## src/rtl/bin2bcd_blank_pkg.sv

```systemverilog
package bin2bcd_blank_pkg;
  localparam int CODE_W = 5;
  typedef logic [CODE_W-1:0] digit_code_t;
  localparam digit_code_t BLANK_CODE = 5'h10;
endpackage

```

## src/rtl/bcd_add3_cell.sv

```systemverilog
module bcd_add3_cell (
  input  logic [3:0] nib_i,
  output logic [3:0] nib_o
);
  // correct a BCD nibble before doubling so the carry lands in the next digit
  always_comb nib_o = (nib_i >= 4'd5) ? nib_i + 4'd3 : nib_i;
endmodule

```

## src/rtl/bcd_shift_core.sv

```systemverilog
module bcd_shift_core #(
  parameter int BIN_W = 32,
  parameter int NDIG  = 8
) (
  input  logic               clk,
  input  logic               rst,
  input  logic               load_i,
  input  logic [BIN_W-1:0]   value_i,
  output logic               busy_o,
  output logic               fin_o,
  output logic [4*NDIG-1:0]  bcd_o
);
  localparam int BCD_W = 4 * NDIG;
  localparam int CNT_W = (BIN_W > 1) ? $clog2(BIN_W) : 1;
  localparam logic [CNT_W-1:0] LAST = CNT_W'(BIN_W - 1);

  logic [BIN_W-1:0] sreg_q;
  logic [BCD_W-1:0] bcd_q, adj;
  logic [CNT_W-1:0] cnt_q;

  for (genvar g = 0; g < NDIG; g++) begin : g_adj
    bcd_add3_cell u_cell (.nib_i(bcd_q[4*g +: 4]), .nib_o(adj[4*g +: 4]));
  end

  always_ff @(posedge clk) begin
    if (rst) begin
      sreg_q <= '0;
      bcd_q  <= '0;
      cnt_q  <= '0;
      busy_o <= 1'b0;
      fin_o  <= 1'b0;
    end else begin
      fin_o <= 1'b0;
      if (load_i) begin
        sreg_q <= value_i;
        bcd_q  <= '0;
        cnt_q  <= '0;
        busy_o <= 1'b1;
      end else if (busy_o) begin
        // top digit carry drops out: the result is value mod 10^NDIG
        bcd_q  <= {adj[BCD_W-2:0], sreg_q[BIN_W-1]};
        sreg_q <= sreg_q << 1;
        cnt_q  <= cnt_q + 1'b1;
        if (cnt_q == LAST) begin
          busy_o <= 1'b0;
          fin_o  <= 1'b1;
        end
      end
    end
  end

  assign bcd_o = bcd_q;
endmodule

```

## src/rtl/digit_blanker.sv

```systemverilog
module digit_blanker
  import bin2bcd_blank_pkg::*;
#(
  parameter int NDIG = 8
) (
  input  logic                   keep_zeros_i,
  input  logic [4*NDIG-1:0]      bcd_i,
  output logic [CODE_W*NDIG-1:0] codes_o
);
  // lit[i]: some digit at position i or higher is nonzero
  logic [NDIG:0] lit;
  assign lit[NDIG] = 1'b0;

  for (genvar g = 0; g < NDIG; g++) begin : g_pos
    logic [3:0] nib;
    assign nib      = bcd_i[4*g +: 4];
    assign lit[g]   = lit[g+1] | (nib != 4'd0);
    assign codes_o[CODE_W*g +: CODE_W] =
      (!keep_zeros_i && !lit[g]) ? BLANK_CODE : {1'b0, nib};
  end
endmodule

```

## src/rtl/bin2bcd_blank.sv

```systemverilog
module bin2bcd_blank
  import bin2bcd_blank_pkg::*;
#(
  parameter int BIN_W = 32,
  parameter int NDIG  = 8
) (
  input  logic                   clk,
  input  logic                   rst,
  input  logic                   start_i,
  input  logic [BIN_W-1:0]       value_i,
  input  logic                   keep_zeros_i,
  output logic                   busy_o,
  output logic                   done_o,
  output logic [CODE_W*NDIG-1:0] digits_o
);
  localparam int OUT_W = CODE_W * NDIG;

  logic              core_busy, core_fin, accept, keep_q;
  logic [4*NDIG-1:0] bcd;
  logic [OUT_W-1:0]  codes;

  assign busy_o = core_busy | core_fin;
  assign accept = start_i & ~busy_o;

  bcd_shift_core #(.BIN_W(BIN_W), .NDIG(NDIG)) u_core (
    .clk(clk), .rst(rst), .load_i(accept), .value_i(value_i),
    .busy_o(core_busy), .fin_o(core_fin), .bcd_o(bcd)
  );

  digit_blanker #(.NDIG(NDIG)) u_blank (
    .keep_zeros_i(keep_q), .bcd_i(bcd), .codes_o(codes)
  );

  always_ff @(posedge clk) begin
    if (rst) begin
      keep_q   <= 1'b0;
      done_o   <= 1'b0;
      digits_o <= '0;
    end else begin
      done_o <= core_fin;
      if (accept) keep_q <= keep_zeros_i;
      if (core_fin) digits_o <= codes;
    end
  end
endmodule

```

## config.mk

```make
export PLATFORM = sky130hd
export DESIGN_NAME = bin2bcd_blank
export DESIGN_NICKNAME = d
export VERILOG_FILES = /design/src/rtl/bin2bcd_blank_pkg.sv /design/src/rtl/bcd_add3_cell.sv /design/src/rtl/bcd_shift_core.sv /design/src/rtl/digit_blanker.sv /design/src/rtl/bin2bcd_blank.sv
export SDC_FILE = /design/constraint.sdc
export NUM_CORES = 1
export LEC_CHECK = 0
export ABC_CLOCK_PERIOD_IN_PS = 2300
export BUFFER_PORTS_ARGS = -buffer_cell sky130_fd_sc_hd__buf_2
export CAP_MARGIN = 25
export CORE_UTILIZATION = 45
export CTS_BUF_LIST = sky130_fd_sc_hd__clkbuf_2 sky130_fd_sc_hd__clkbuf_4 sky130_fd_sc_hd__clkbuf_8
export DETAILED_ROUTE_END_ITERATION = 12
export GPL_TIMING_DRIVEN = 0
export PLACE_DENSITY_LB_ADDON = 0.25
export SLEW_MARGIN = 10
export SYNTH_ARGS = -nofsm -noshare
export SYNTH_HDL_FRONTEND = slang
export SYNTH_SLANG_ARGS = --single-unit
```

## constraint.sdc

```tcl
create_clock -name clk -period 2.3 [get_ports clk]
set_input_delay 0.115 -clock clk [delete_from_list [all_inputs] [get_ports clk]]
set_output_delay 0.115 -clock clk [all_outputs]
set_load 0.02 [all_outputs]
```

== Yosys cells after proc, flatten, opt, wreduce, memory -nomap -nowiden ==
Index checks and enable logic that the tools add are counted.
Word-level totals
  flip-flop bits (word level): 113
  input bits: 36
  word-level logic and storage cells: 87
Cells by class
  $add $sub $neg: 9
  order comparisons: 8
  eq/ne operators: 1
  muxes and demuxes: 22
  bitwise logic cells: 11
  reduce and logical (&&, ||, !) cells: 28
Operator list (count)
  two-way mux 32 bit: 2
  two-way mux 5 bit: 8
  greater-or-equal comparator 4 x 3 -> 1 bit, second input constant: 8
  nonzero test 4 bit: 8
  adder 4 x 2 -> 4 bit, second input constant: 7
  two-way mux 4 bit: 7
  logical NOT 1 bit: 9
  logical AND 1 bit: 8
  OR 1 bit: 8
  adder 5 x 1 -> 5 bit, second input constant: 1
  == test 5 bit, second input constant: 1
  two-way mux 1 bit: 4
  adder 3 x 2 -> 3 bit, second input constant: 1
  two-way mux 3 bit: 1
  OR reduction 3 bit: 1
  NOT 1 bit: 2
  nonzero test 2 bit: 1
  OR reduction 2 bit: 1
  bitwise AND 1 bit: 1

== Depth between registers and ports, before layout ==
  depth in word-level cells: 11
  gate-level depth with buffers: 7

== Cells and area by module ==
Synthesis repeated with hierarchy kept, for this count alone.
Second synthesis, totals
  cell total of the unflattened synthesis: 593
  area total of the unflattened synthesis: 5674.2 um2
Modules (own cells, without submodules)
  bcd_shift_core: times used 1, cells an instance 276, area an instance 3037.9 um2
  bin2bcd_blank: times used 1, cells an instance 138, area an instance 1560.2 um2
  bcd_add3_cell: times used 8, cells an instance 16, area an instance 101.3 um2
  digit_blanker: times used 1, cells an instance 51, area an instance 265.3 um2

== Worst setup path before layout ==
OpenSTA, ideal clock, no wires.
  path kind: register to register
  start: register u_core.bcd_q[16] (netlist: u_core.bcd_o[16])
  end: register digits_o[0]
  arrival time: 1512 ps
  data required time: 2169 ps
  path slack: 657 ps
  cell stages (with the launch flop): 7
  buffers on the path: 0
  clock period less this slack: 1643 ps
  cells stage by stage: dfxtp_1 -> inv_1 -> ha_1 -> nor3b_1 -> nand4_4 -> nor4_4 -> o31ai_1
Between the ends
  longest elaborated chain between the ends: 9
RTL lines
  from (decl): line bcd_shift_core.sv:18  | logic [BCD_W-1:0] bcd_q, adj;
  from (signal assigned): line bcd_shift_core.sv:41  | bcd_q <= {adj[BCD_W-2:0], sreg_q[BIN_W-1]};
  nonzero test 4 bit: line digit_blanker.sv:17  | assign lit[g] = lit[g+1] | (nib != 4'd0);
  OR 1 bit (5 in series): line digit_blanker.sv:17
  logical NOT 1 bit: line digit_blanker.sv:19  | (!keep_zeros_i && !lit[g]) ? BLANK_CODE : {1'b0, nib};
  logical AND 1 bit: line digit_blanker.sv:19
  two-way mux 5 bit: line digit_blanker.sv:19
  to (signal assigned): line bin2bcd_blank.sv:42  | if (core_fin) digits_o <= codes;
  to (decl): line bin2bcd_blank.sv:14  | output logic [CODE_W*NDIG-1:0] digits_o
Every way passes these cells.
A chain may end at the register's enable or synchronous reset.

== Final worst setup path ==
  start: register u_core.busy_o
  end: output busy_o
Between the ends
  longest elaborated chain between the ends: 1
RTL lines
  from (decl): line bcd_shift_core.sv:9  | output logic busy_o,
  from (signal assigned): line bcd_shift_core.sv:30  | busy_o <= 1'b0;
  from (signal assigned): line bcd_shift_core.sv:38  | busy_o <= 1'b1;
  from (signal assigned): line bcd_shift_core.sv:45  | busy_o <= 1'b0;
  OR 1 bit: line bin2bcd_blank.sv:22  | assign busy_o = core_busy | core_fin;
  to (decl): line bin2bcd_blank.sv:12  | output logic busy_o,
Every way passes these cells.

==> flow_summary.json <==
{
  "hpwlAfterDp_mm": 9.121,
  "grt_busiest_layer": "met2",
  "crit_path_top_delay_cell": "clkbuf_1",
  "start_util_pct": 47.12,
  "setup-violations-final": 0,
  "yosys-top-cells-area": "dfxtp_1 (44%), a21oi_1 (6.4%), ha_1 (6.3%), nand2b_1 (4.8%), a22oi_1 (4.5%)",
  "status": "finished clean",
  "h-tree-depth": 4,
  "pin_count": 78,
  "core.rowCount": 38,
  "finClkSkew_ns": 0.01261,
  "initialDrtViolationCount": 304,
  "synthCells": 581,
  "synth_ff_type": "dfxtp_1",
  "synthToLayoutAreaGrowth_pct": 24.51,
  "num_vias": 4631,
  "grt.overflow.total": 0,
  "die_w_um": 109.5,
  "dr.pass1.iters": 5,
  "final_core_util_pct": 58.67,
  "async_reset_ff_share_pct": 0,
  "cts_buffers": 17,
  "routedWlPerCell_um": 15.45,
  "vdd.ir_drop.worst_mv": 0.4520,
  "ys_types": 40,
  "critPathCaptureType": "output port",
  "fin_crit_ns": 2.130,
  "drc_errors": 0,
  "grt_pass1_wl_mm": 21.13,
  "startpoint_type": "register",
  "fin_tns_setup_ns": 0,
  "fin_nets": 771,
  "synth_area_sq_um": 5197,
  "fill_cells": 992,
  "ys_seq_area_share_pct": 43.52,
  "grt_pass1_vias": 4341,
  "hold_class": "in -> reg",
  "io_buffers": 77,
  "cp.required_ns": 2.18,
  "core_sq_um": 11030,
  "antenna_cells": 0,
  "grtUsageMet3_pct": 5.453,
  "max_freq_mhz": 469.4,
  "viasPerCell": 5.372,
  "grt_max_degree": 17,
  "finalHoldViolations": 0,
  "place_congestion": 0.8665,
  "cap_viol_max_count": 0,
  "synth_top_area_cell": "dfxtp_1",
  "postSynthAreaPerCell_sq_um": 8.946,
  "grt_setup_unrepaired": "no",
  "synth_nets": 643,
  "ant_nets": 0,
  "crit_path_max_fanout": 10,
  "root_buffer": "clkbuf_8",
  "antenna_found_initial": 0,
  "maxSlewViolCount": 0,
  "grt_use_total_pct": 23.30,
  "path_clk_slew_ns": 0.07,
  "finalCritPeriodShare_pct": 92.62,
  "crit_arrival_ns": 2.02,
  "synth_top_area_share_pct": 43.52,
  "tightest_slew_ns": 0.6716,
  "clock_path_buffers": 2,
  "yosysWarnings": 0,
  "path_class": "reg -> out",
  "clk_latency_ns": 0.43,
  "die_area_sq_um": 11980,
  "met1_usage_pct": 29.59,
  "cts_setup_buffers": 0,
  "powerDensity_nw_per_um2": 661.2,
  "slowest_delay_ns": 0.46,
  "maxSlewHeadroom_pct": 55.22,
  "gr-usage-met2_pct": 38.77,
  "synth-edff-count": 0,
  "post_cts_resized": 0,
  "synth-seq-cells": 113,
  "layout-drive-gt1-share_pct": 19.94,
  "timing.critical_path.mode_cell": "buf_2",
  "die_h_um": 109.5,
  "leakagePower_nw": 2.543,
  "crit_chain": "buf_2, buf_2, clkbuf_1, or2_2, buf_2",
  "clock_sinks": 113,
  "cts_tree": "yes",
  "drt_wl_total_mm": 13.32
}
==> final timing paths <==
kind / startpoint / end / slack [ns] / cells after the start
worst max-delay path: u_core.busy_o / busy_o / 0.17 / 5
worst min-delay path: value_i[6] / u_core.sreg_q[6] / 0.04 / 3
worst max register to register: u_core.bcd_o[12] / digits_o[6] / 0.26 / 6
worst min register to register: u_core.sreg_q[31] / u_core.sreg_q[31] / 0.46 / 2
==> repair_timing <==
action | in CTS | in global routing
hold buffers | 32 | 0
endpoints found under the hold margin | 32 | 0
setup endpoints to repair | 0 | 0
==> state kept, by name (all words and copies together), names as in the netlist <==
name,cells
digits_o,40
u_core.bcd_o,32
u_core.sreg_q,32
u_core.cnt_q,5
done_o,1
keep_q,1
u_core.busy_o,1
u_core.fin_o,1
==> power by group <==
group | internal, W | switching (W)
sequential | 0.00200 | 0.0000284
clock | 0.000970 | 0.000879
combinational | 0.000165 | 0.000233
==> cells by family after synthesis <==
logic type / Yosys count / share of synthesized area, %
AO/OA/AOI/OAI: 149 / 17.19
XOR/XNOR: 14 / 2.359
adder cells (fa/ha/maj): 26 / 6.259
buffers and inverters: 56 / 5.031
flip-flops: 113 / 43.52
multiplexers: 22 / 4.237
AND/OR/NAND/NOR: 201 / 21.40
==> cells in the mapped netlist (3+ instances only) <==
cell type / count
a211oi_1: 3
a21o_1: 8
a31oi_1: 12
clkbuf_1: 20
nor2_1: 38
mux2i_1: 22
nand3_1: 32
a22oi_1: 31
or3b_2: 10
clkbuf_8: 3
o31ai_1: 6
nand2_1: 49
buf_1: 4
buf_2: 11
nor3b_1: 9
xnor2_1: 12
nand3b_1: 6
o21ai_0: 15
a21oi_1: 66
ha_1: 26
nand2b_1: 40
dfxtp_1: 113
inv_1: 17
o22ai_1: 6
==> per-stage QoR <==
step           std cells  area [sq um]  hold WS [ns]  total power [W]  worst slack [ns]
3_3_place_gp         798          5758        0.3485         0.002412            0.3267
5_1_grt              862          6471       0.02384         0.004442           0.03642
3_5_place_dp         798          5758        0.3513         0.002424            0.2901
2_1_floorplan        581          5197        0.2557         0.002301            0.6574
4_1_cts              862          6471      0.005774         0.004302            0.1549
6_report             862          6471       0.04272         0.004278            0.1697
==> layer usage <==
metal	routed length (um)	up-vias	share of wire [%]
li1	-	2299	-
met1	6079	2182	46
met2	6282	132	47
met3	743	18	5.6
met4	211	0	1.6
met5	0	-	0
==> final cells by class <==
class	instances	area, sq um	share of cell area [%]
clock buffers	17	234.0	3.616
clock inverters	15	158.9	2.456
flip-flops and latches	113	2262	34.96
plain buffers	39	197.7	3.055
inverters	17	63.81	0.9861
multi-input cells	412	2674	41.32
repair buffers	109	705.7	10.90
well taps	140	175.2	2.707
==> critical path: cells and delay by family (launching register included) <==
family / cells / cell delay [ns]
DFF: 1 / 0.30
buffers and inverters: 4 / 1.08
and+or+nand+nor: 1 / 0.21
==> cells in the final DEF, fill, tap and decap left out, types with 2 or more instances in the layout <==
| cell type | n |
|---|---|
| a211oi_1 | 3 |
| a21o_1 | 8 |
| a21oi_1 | 66 |
| a22oi_1 | 31 |
| a31oi_1 | 12 |
| buf_1 | 4 |
| buf_2 | 88 |
| bufinv_16 | 2 |
| clkbuf_1 | 20 |
| clkbuf_8 | 20 |
| clkinv_2 | 3 |
| clkinv_4 | 4 |
| clkinvlp_4 | 3 |
| dfxtp_1 | 113 |
| dlygate4sd3_1 | 32 |
| ha_1 | 26 |
| inv_1 | 17 |
| inv_6 | 3 |
| mux2i_1 | 22 |
| nand2_1 | 49 |
| nand2b_1 | 40 |
| nand3_1 | 32 |
| nand3b_1 | 6 |
| nand4_1 | 2 |
| nor2_1 | 38 |
| nor2b_1 | 2 |
| nor3b_1 | 9 |
| nor3b_2 | 2 |
| o211ai_1 | 2 |
| o21ai_0 | 15 |
| o22ai_1 | 6 |
| o31ai_1 | 6 |
| or2_2 | 2 |
| or3b_2 | 10 |
| xnor2_1 | 12 |
| xor2_1 | 2 |
Note: power is estimated with default switching activity, not from simulation.
